$ cat config.mk
export PLATFORM = sky130hd
export DESIGN_NAME = eprom_prog_seq
export DESIGN_NICKNAME = d
export VERILOG_FILES = /design/src/rtl/eprom_prog_pkg.sv /design/src/rtl/eprom_prog_timer.sv /design/src/rtl/eprom_prog_track.sv /design/src/rtl/eprom_prog_seq.sv
export SDC_FILE = /design/constraint.sdc
export NUM_CORES = 1
export LEC_CHECK = 0
export ABC_AREA = 1
export CORE_MARGIN = 10
export CORE_UTILIZATION = 46
export CTS_CLUSTER_DIAMETER = 30
export DETAILED_ROUTE_END_ITERATION = 8
export PLACE_DENSITY = 0.88
export RECOVER_POWER = 100
export SYNTH_ARGS = -nofsm -noshare
export SYNTH_HDL_FRONTEND = slang
export SYNTH_SLANG_ARGS = --single-unit
$ cat constraint.sdc
create_clock -name clk -period 2.1 [get_ports clk]
set_input_delay 0.42 -clock clk [delete_from_list [all_inputs] [get_ports clk]]
set_output_delay 0.42 -clock clk [all_outputs]
set_load 0.1 [all_outputs]
$ cat src/rtl/eprom_prog_pkg.sv
package eprom_prog_pkg;

  typedef enum logic [3:0] {
    ST_IDLE,
    ST_RAMP,
    ST_LOAD,
    ST_PULSE,
    ST_HOLD,
    ST_RECOV,
    ST_VREAD,
    ST_DROP,
    ST_FREAD
  } prog_state_e;

endpackage

$ cat src/rtl/eprom_prog_timer.sv
module eprom_prog_timer #(
  parameter int TMR_W = 8
) (
  input  logic             clk,
  input  logic             rst_n,
  input  logic             load,
  input  logic [TMR_W-1:0] load_val,
  output logic             expired
);

  logic [TMR_W-1:0] cnt_q, cnt_d;

  always_comb begin
    cnt_d = cnt_q;
    if (load)
      cnt_d = load_val;
    else if (cnt_q != '0)
      cnt_d = cnt_q - 1'b1;
  end

  always_ff @(posedge clk or negedge rst_n) begin
    if (!rst_n) cnt_q <= '0;
    else        cnt_q <= cnt_d;
  end

  assign expired = (cnt_q == '0);

endmodule

$ cat src/rtl/eprom_prog_track.sv
module eprom_prog_track #(
  parameter int ADDR_W     = 16,
  parameter int MAX_PULSES = 25,
  localparam int PC_W      = $clog2(MAX_PULSES + 1)
) (
  input  logic              clk,
  input  logic              rst_n,
  input  logic              addr_clr,
  input  logic              addr_inc,
  input  logic              pc_clr,
  input  logic              pc_inc,
  output logic [ADDR_W-1:0] addr,
  output logic [PC_W-1:0]   pulses,
  output logic              addr_last,
  output logic              pc_at_cap
);

  logic [ADDR_W-1:0] addr_q, addr_d;
  logic [PC_W-1:0]   pc_q, pc_d;

  always_comb begin
    addr_d = addr_q;
    if (addr_clr)      addr_d = '0;
    else if (addr_inc) addr_d = addr_q + 1'b1;
    pc_d = pc_q;
    if (pc_clr)        pc_d = '0;
    else if (pc_inc)   pc_d = pc_q + 1'b1;
  end

  always_ff @(posedge clk or negedge rst_n) begin
    if (!rst_n) begin
      addr_q <= '0;
      pc_q   <= '0;
    end else begin
      addr_q <= addr_d;
      pc_q   <= pc_d;
    end
  end

  assign addr      = addr_q;
  assign pulses    = pc_q;
  assign addr_last = &addr_q;
  assign pc_at_cap = (pc_q == PC_W'(MAX_PULSES));


  pulse_cap_chk: assert property (@(posedge clk) disable iff (!rst_n)
    pc_q <= PC_W'(MAX_PULSES));

endmodule

$ cat src/rtl/eprom_prog_seq.sv
module eprom_prog_seq
  import eprom_prog_pkg::*;
#(
  parameter int ADDR_W     = 16,
  parameter int DATA_W     = 8,
  parameter int CLK_PER_US = 125,
  parameter int MAX_PULSES = 25,
  parameter int PULSE_US   = 100,
  parameter int SETUP_US   = 2,
  parameter int SAMPLE_US  = 1,
  localparam int PC_W      = $clog2(MAX_PULSES + 1)
) (
  input  logic              clk,
  input  logic              rst_n,
  input  logic              start,
  output logic              done,
  output logic              fail,
  output logic [ADDR_W-1:0] fail_addr,
  output logic [PC_W-1:0]   fail_pulses,
  output logic [ADDR_W-1:0] src_addr,
  input  logic [DATA_W-1:0] src_data,
  output logic [ADDR_W-1:0] dev_addr,
  output logic [DATA_W-1:0] dev_dout,
  output logic              dev_doe,
  input  logic [DATA_W-1:0] dev_din,
  output logic              dev_ce_n,
  output logic              dev_oe_n,
  output logic              dev_vpp_en,
  output logic              dev_vhi_en
);

  localparam int CYC_SET   = SETUP_US * CLK_PER_US;
  localparam int CYC_PULSE = PULSE_US * CLK_PER_US;
  localparam int CYC_SAMP  = SAMPLE_US * CLK_PER_US;
  localparam int TMR_W     = $clog2(CYC_PULSE + 1);
  localparam logic [TMR_W-1:0] LD_SET   = TMR_W'(CYC_SET - 1);
  localparam logic [TMR_W-1:0] LD_PULSE = TMR_W'(CYC_PULSE - 1);
  localparam logic [TMR_W-1:0] LD_SAMP  = TMR_W'(CYC_SAMP - 1);

  prog_state_e       state_q, state_d;
  logic              tmr_load, tmr_exp;
  logic [TMR_W-1:0]  tmr_val;
  logic              addr_clr, addr_inc, pc_clr, pc_inc;
  logic [ADDR_W-1:0] addr;
  logic [PC_W-1:0]   pulses;
  logic              addr_last, pc_at_cap;
  logic              done_q, done_d, fail_q, fail_d;
  logic [ADDR_W-1:0] faddr_q, faddr_d;
  logic [PC_W-1:0]   fpc_q, fpc_d;
  logic              match;

  assign match = (dev_din == src_data);

  eprom_prog_timer #(.TMR_W(TMR_W)) u_timer (
    .clk(clk), .rst_n(rst_n), .load(tmr_load), .load_val(tmr_val), .expired(tmr_exp)
  );

  eprom_prog_track #(.ADDR_W(ADDR_W), .MAX_PULSES(MAX_PULSES)) u_track (
    .clk(clk), .rst_n(rst_n), .addr_clr(addr_clr), .addr_inc(addr_inc),
    .pc_clr(pc_clr), .pc_inc(pc_inc), .addr(addr), .pulses(pulses),
    .addr_last(addr_last), .pc_at_cap(pc_at_cap)
  );

  always_comb begin
    state_d  = state_q;
    tmr_load = 1'b0;
    addr_clr = 1'b0;
    addr_inc = 1'b0;
    pc_clr   = 1'b0;
    pc_inc   = 1'b0;
    done_d   = done_q;
    fail_d   = fail_q;
    faddr_d  = faddr_q;
    fpc_d    = fpc_q;
    unique case (state_q)
      ST_IDLE: if (start) begin
        state_d  = ST_RAMP;
        addr_clr = 1'b1;
        pc_clr   = 1'b1;
        done_d   = 1'b0;
        fail_d   = 1'b0;
      end
      ST_RAMP:  if (tmr_exp) state_d = ST_LOAD;
      ST_LOAD:  if (tmr_exp) begin state_d = ST_PULSE; pc_inc = 1'b1; end
      ST_PULSE: if (tmr_exp) state_d = ST_HOLD;
      ST_HOLD:  if (tmr_exp) state_d = ST_RECOV;
      ST_RECOV: if (tmr_exp) state_d = ST_VREAD;
      ST_VREAD: if (tmr_exp) begin
        if (match) begin
          pc_clr = 1'b1;
          if (addr_last) begin
            state_d  = ST_DROP;
            addr_clr = 1'b1;
          end else begin
            state_d  = ST_RAMP;
            addr_inc = 1'b1;
          end
        end else if (pc_at_cap) begin
          state_d = ST_IDLE;
          fail_d  = 1'b1;
          faddr_d = addr;
          fpc_d   = pulses;
        end else begin
          state_d = ST_RAMP;
        end
      end
      ST_DROP:  if (tmr_exp) state_d = ST_FREAD;
      ST_FREAD: if (tmr_exp) begin
        if (!match) begin
          state_d = ST_IDLE;
          fail_d  = 1'b1;
          faddr_d = addr;
          fpc_d   = '0;
        end else if (addr_last) begin
          state_d = ST_IDLE;
          done_d  = 1'b1;
        end else begin
          addr_inc = 1'b1;
          tmr_load = 1'b1;
        end
      end
      default: state_d = ST_IDLE;
    endcase
    if (state_d != state_q) tmr_load = 1'b1;
  end

  always_comb begin
    unique case (state_d)
      ST_PULSE:          tmr_val = LD_PULSE;
      ST_VREAD, ST_FREAD: tmr_val = LD_SAMP;
      default:           tmr_val = LD_SET;
    endcase
  end

  always_ff @(posedge clk or negedge rst_n) begin
    if (!rst_n) begin
      state_q <= ST_IDLE;
      done_q  <= 1'b0;
      fail_q  <= 1'b0;
      faddr_q <= '0;
      fpc_q   <= '0;
    end else begin
      state_q <= state_d;
      done_q  <= done_d;
      fail_q  <= fail_d;
      faddr_q <= faddr_d;
      fpc_q   <= fpc_d;
    end
  end

  assign done        = done_q;
  assign fail        = fail_q;
  assign fail_addr   = faddr_q;
  assign fail_pulses = fpc_q;
  assign src_addr    = addr;
  assign dev_addr    = addr;
  assign dev_dout    = src_data;
  assign dev_doe     = (state_q == ST_LOAD) || (state_q == ST_PULSE) || (state_q == ST_HOLD);
  assign dev_ce_n    = !((state_q == ST_PULSE) || (state_q == ST_VREAD) || (state_q == ST_FREAD));
  assign dev_oe_n    = !((state_q == ST_VREAD) || (state_q == ST_FREAD));
  assign dev_vpp_en  = (state_q == ST_RAMP) || (state_q == ST_LOAD) ||
                       (state_q == ST_PULSE) || (state_q == ST_HOLD);
  assign dev_vhi_en  = dev_vpp_en || (state_q == ST_RECOV) || (state_q == ST_VREAD);


  addr_setup_chk: assert property (@(posedge clk) disable iff (!rst_n)
    $fell(dev_ce_n) |-> $stable(dev_addr));


  oe_recovery_chk: assert property (@(posedge clk) disable iff (!rst_n)
    $fell(dev_vpp_en) |=> dev_oe_n);


  done_fail_excl_chk: assert property (@(posedge clk) disable iff (!rst_n)
    !(done && fail));


  done_nominal_chk: assert property (@(posedge clk) disable iff (!rst_n)
    $rose(done) |-> !$past(dev_vhi_en));

endmodule

==> results of run 1 <==
-- cells in the mapped netlist (all sizes together) --
| library cell | n | area share, % |
|---|---|---|
| a21oi | 20 | 2.7 |
| nor2 | 56 | 7.3 |
| o32ai | 1 | 0.22 |
| nand4 | 11 | 1.8 |
| nand2 | 130 | 14 |
| o22ai | 1 | 0.16 |
| nor3 | 12 | 2.6 |
| o31ai | 4 | 0.77 |
| nand3 | 29 | 4.5 |
| nor4 | 3 | 0.48 |
| a211oi | 1 | 0.32 |
| nand3b | 3 | 0.90 |
| o21bai | 1 | 0.19 |
| buf | 33 | 6.3 |
| a21boi | 1 | 0.29 |
| ha | 4 | 1.3 |
| inv | 80 | 7.7 |
| xor2 | 11 | 2.5 |
| or2 | 1 | 0.16 |
| dfrtp | 62 | 40 |
| o21a | 1 | 0.19 |
| o21ai | 37 | 5.1 |
| and2 | 1 | 0.16 |
| xnor2 | 1 | 0.22 |
| clkinv | 1 | 0.22 |
-- registers in the layout, indices dropped and copies added (netlist names) --
register,count
state_q,4
fail,1
u_track.addr,16
u_track.pulses,5
fail_addr,16
u_timer.cnt_q,14
fail_pulses,5
done,1
-- cell families after synthesis --
kind of cell	count (synthesis)	share of synthesized area, %
and+or+nand+nor	246	32.2
buffers and inverters	114	14.2
AOI/OAI and AO/OA	67	9.93
xor gates and xnor gates	12	2.69
adders and majority gates	4	1.28
DFF	62	39.7
-- final cells by class --
class                   count  share of cell area (%)
repair buffers            165                    23.0
well taps                 105                    2.34
multi-input cells         329                    36.8
clock inverters             7                    1.74
clock buffers               9                    2.20
inverters                  81                    5.59
diodes                      1                  0.0445
flip-flops and latches     62                    28.2
-- metal layers --
layer / vias to the layer above / share of wire [%] / GRT usage [%]
met5: - / 0 / 0
met1: 1957 / 37 / 18.6
met4: 0 / 3.2 / 4.91
met2: 176 / 52 / 29.3
met3: 52 / 7.0 / 5.27
li1: 1860 / - / -
-- critical path: stages, from the launching register on --
cell and delay, ns:
dfrtp_1 0.44, nor2_2 0.17, nand2_4 0.09, nor2_8 0.16, nand2_8 0.10, a21oi_4 0.19
nand3_1 0.15, nand2_2 0.13, nand3_2 0.10, nand2_4 0.09, buf_4 0.13, nand4_1 0.13
inv_2 0.12, a21oi_1 0.05
-- report_power, final --
part | switching (mW) | internal, mW
sequential | 0 | 1.19
clock | 0.542 | 0.672
combinational | 0.136 | 0.0643
total | 0.678 | 1.93
-- worst paths after layout --
kind,startpoint,end,cells past startpoint
max,u_timer.cnt_q[3],u_timer.cnt_q[7],13
min,fail_pulses[2],fail_pulses[2],2
max reg2reg,u_timer.cnt_q[3],u_timer.cnt_q[7],13
min reg2reg,fail_pulses[2],fail_pulses[2],2
max in group asynchronous,rst_n,u_track.addr[0],2
min in group asynchronous,rst_n,u_track.addr[7],2
-- repair_timing --
| action | in CTS | in global routing |
|---|---|---|
| setup buffers | 3 | 29 |
| gates resized for setup | 6 | 84 |
| setup endpoints to repair | 18 | 47 |
| pin swaps | 3 | 38 |
-- cell usage in the layout (no fill, tap or decap), types with 6 or more instances in the layout --
cell type | netlist | final
a21oi_1 | 19 | 17
buf_12 | 0 | 9
buf_4 | 25 | 74
clkbuf_2 | 0 | 58
clkbuf_8 | 0 | 9
clkdlybuf4s50_1 | 0 | 6
dfrtp_1 | 62 | 44
dfrtp_2 | 0 | 13
dlymetal6s2s_1 | 0 | 9
inv_1 | 70 | 62
inv_2 | 10 | 16
nand2_1 | 118 | 105
nand2_2 | 6 | 17
nand2_4 | 5 | 7
nand3_1 | 24 | 20
nand4_1 | 11 | 11
nor2_1 | 40 | 25
nor2_2 | 11 | 14
nor2_4 | 4 | 16
o21ai_0 | 31 | 26
o21ai_2 | 4 | 6
xor2_1 | 11 | 11
-- per-stage QoR --
stage	utilization [%]	cell area [sq um]	TNS (ns)	instances	total power, mW
6_report	68.1	5620	-0.388	759	2.61
5_1_grt	68.1	5620	-2.60	759	2.68
4_1_cts	65.1	5380	-0.00252	730	2.62
3_5_place_dp	62.0	5120	-9.85	711	1.44
3_3_place_gp	62.0	5120	-6.50	711	1.43
2_1_floorplan	-	3990	-0.129	505	1.32
==> impl_metrics.toml, run 1 <==
[run_status]
outcome = "finished, violations left"
violations = "capacitance limit, slew limit, setup timing"

[route]
routed_wl_um = 12600
dr.pass1.iters = 5
wl_per_cell_um = 16.5
vias = 4045
drtAntennaViolNets = 0
viasPerCell = 5.33
drt_iter0_markers = 263
drcViolationCount = 0

[sta]
fmax_mhz = 458
period_minus_slack_ns = 2.18
final_hold_viol_count = 0
drv_slew = 63
min_period_over_period_pct = 104
worst_slack_ns = -0.0838
fin_skew_ns = 0.0138
rsz0062_at_grt = "true"
max_slew_margin_pct = -3.61
setup_viol = 8
holdWs_ns = 0.476
worst_pin_slew_ns = 1.55

[final_layout]
syn_to_final_growth_pct = 43.9
seq_area_sq_um = 1590
nets = 671
layout-drive-gt1-share_pct = 44.4
fill_cells = 608
multi_input_area_sq_um = 2070

[synthesis]
synth_nets = 528
netlist_area_sq_um = 3910
synth.distinct_cells = 42
syn_avg_cell_area_sq_um = 7.74
synth_seq_cells = 62
yosys_warnings = 0
syn_inst = 505
seq_area_frac_synth_pct = 39.7

[floorplanning]
rows = 33
coreArea_sq_um = 8260
initial_core_util_pct = 47.3
ios = 87
die_h_um = 112
dieWidth_um = 112
dieArea_sq_um = 12600

[power]
peakVddDrop_uv = 288
leakage_nw = 3.09
cellPowerDensity_nw_per_um2 = 464

[critical_path]
critical_path_arrival_ns = 2.42
critPathLaunchType = "flop"
worstSetupEndpointType = "flop"
worst-path-max-fanout = 6
crit_required_ns = 2.33
reg2reg_slack_ns = -0.08
crit_type = "reg -> reg"

[cts]
hold_buffers = 0
htreeDepth = 3
clock-root-buffer = "clkbuf_8"
cts_inserted_buffers = 9
cts_tree = "done"
clk_latency_ns = 0.36
cts_max_path_buffers = 2
clock-sinks = 62
clk_pin_slew_ns = 0.08

[placement]
place_ws_ns = -0.285
place_congestion = 0.932
dp_hpwl_um = 8020
io_buffers = 86

[global_routing]
grt_max_degree = 63
grt_pass1_vias = 3854
grt_overflow_total = 0
antenna_found_initial = 1
grt_pass1_wl_um = 18000
grt.total_usage_pct = 16.6

[hold_path]
hold_class = "reg -> reg"

[run]
maxCapViolations = 1
Note: power is estimated with default switching activity, not from simulation.
==> run 2, diff against run 1 <==
--- a/config.mk
+++ b/config.mk
@@ -6,11 +6,13 @@
 export NUM_CORES = 1
 export LEC_CHECK = 0
 export ABC_AREA = 1
+export CELL_PAD_IN_SITES_DETAIL_PLACEMENT = 0
+export CELL_PAD_IN_SITES_GLOBAL_PLACEMENT = 1
 export CORE_MARGIN = 10
-export CORE_UTILIZATION = 46
+export CORE_UTILIZATION = 33
 export CTS_CLUSTER_DIAMETER = 30
 export DETAILED_ROUTE_END_ITERATION = 8
-export PLACE_DENSITY = 0.88
+export PLACE_DENSITY = 0.87
 export RECOVER_POWER = 100
 export SYNTH_ARGS = -nofsm -noshare
 export SYNTH_HDL_FRONTEND = slang
==> impl_metrics.toml, run 2 (synthesized netlist as in run 1, its figures left out) <==
[run_status]
outcome = "complete, no violations"

[power]
finalPower_mw = 3.02
peakVddDrop_uv = 413
cellPowerDensity_nw_per_um2 = 540
leakage_nw = 3.12

[run]
maxCapViolations = 0

[critical_path]
cp_slowest_cell = "dfrtp_2"
critPathBufInv = 3
crit_chain = "inv_1 > buf_4 > nor3_1 > nor2_1 > nand2_2 > buf_12"
critPathLaunchType = "flop"
critical_path_arrival_ns = 1.67
r2r-end = "u_timer.cnt_q[13]"
cp_top_family = "simple AND/OR/NAND/NOR gates"
crit_required_ns = 1.68
worst-path-max-fanout = 4
worstSetupEndpointType = "primary output"
cpPeakStageDelay_ns = 0.41
ff2ff_path_depth = 14
reg2reg_from = "u_timer.cnt_q[8]"
crit_type = "reg -> out"
reg2reg_slack_ns = 0.10

[cts]
cts_tree = "done"
cts_max_path_buffers = 2
cts_inserted_buffers = 9
clk_latency_ns = 0.32
clk_pin_slew_ns = 0.05
clock-root-buffer = "clkbuf_16"
htreeDepth = 3
clock-sinks = 62

[final_layout]
layout_common_cells = "nand2_1 (113), buf_4 (66), inv_1 (63), clkbuf_2 (63), dfrtp_1 (42)"
syn_to_final_growth_pct = 42.9
seq_area_sq_um = 1590
fill_cells = 1094
multi_input_area_sq_um = 1970
antenna_cells = 0
nets = 664
final_common_cell = "nand2_1"
final_core_util_pct = 48.5
layout.cells.non_filler = 789
layout-drive-gt1-share_pct = 40.4
postLayoutCellArea_sq_um = 5580

[floorplanning]
dieWidth_um = 129
dieArea_sq_um = 16600
initial_core_util_pct = 33.9
coreArea_sq_um = 11500
rows = 39
ios = 87
die_h_um = 129

[global_routing]
antenna_found_initial = 0
grt.total_usage_pct = 12.4
grt_pass1_wl_um = 17100
grt_overflow_total = 0
grt_pass1_vias = 3617
grt_max_degree = 42

[placement]
io_buffers = 86
place_congestion = 0.914
numPlacedInstances = 752
dpl_cell_area_sq_um = 5170
dp_hpwl_um = 8290
place_ws_ns = -0.314

[sta]
period_minus_slack_ns = 2.09
final_hold_viol_count = 0
worst_pin_slew_ns = 0.990
max_slew_margin_pct = 34.0
drv_slew = 0
min_period_over_period_pct = 99.5
fin_tns_setup_ns = 0
fmax_mhz = 478
rsz0062_at_grt = "true"
setup_viol = 0
holdWs_ns = 0.217
fin_skew_ns = 0.00814
worst_slack_ns = 0.0101

[route]
viasPerCell = 4.72
drtAntennaViolNets = 0
drcViolationCount = 0
routed_wl_um = 10800
drt_iter0_markers = 229
vias = 3722
wl_per_cell_um = 13.7
dr.pass1.iters = 4

[hold_path]
hold_class = "in -> async"
-- run 2: how the worst max path moves through the flow --
stage                startpoint                to  slack [ns]  depth (start not counted)
global route         state_q[3]          dev_ce_n       -0.07                          5
finish               state_q[0]        dev_vhi_en        0.01                          6
CTS                  state_q[3]        dev_vhi_en       -0.03                          8
floorplan            state_q[0]        dev_vhi_en       -0.13                          8
global placement    src_data[6]  u_track.addr[14]       -0.28                         15
detailed placement  src_data[5]  u_track.addr[14]       -0.31                         15
-- run 2: what timing repair did --
action | in CTS | in global routing
resized for setup | 5 | 59
hold buffers | 0 | 0
setup buffers | 2 | 19
setup endpoints to repair | 14 | 48
pin swaps | 0 | 24
-- run 2: routing by layer --
layer,track usage (%),wire [um]
met5,0,0
met4,3.14,146
met3,3.98,806
met2,20.7,5260
met1,15.3,4560
-- run 2: power breakdown --
part | switching, mW | internal (mW) | total (mW) | leakage [nW]
clock | 0.534 | 1.10 | 1.63 | 0.163
combinational | 0.127 | 0.0590 | 0.186 | 2.22
sequential | 0 | 1.20 | 1.20 | 0.741
total | 0.661 | 2.35 | 3.02 | 3.12
-- run 2: final cells by class --
class | instances | share of cell area, %
clock inverters | 4 | 1.26
multi-input cells | 329 | 35.4
clock buffers | 12 | 4.59
flip-flops and latches | 62 | 28.5
well taps | 143 | 3.20
repair buffers | 158 | 21.5
inverters | 81 | 5.63
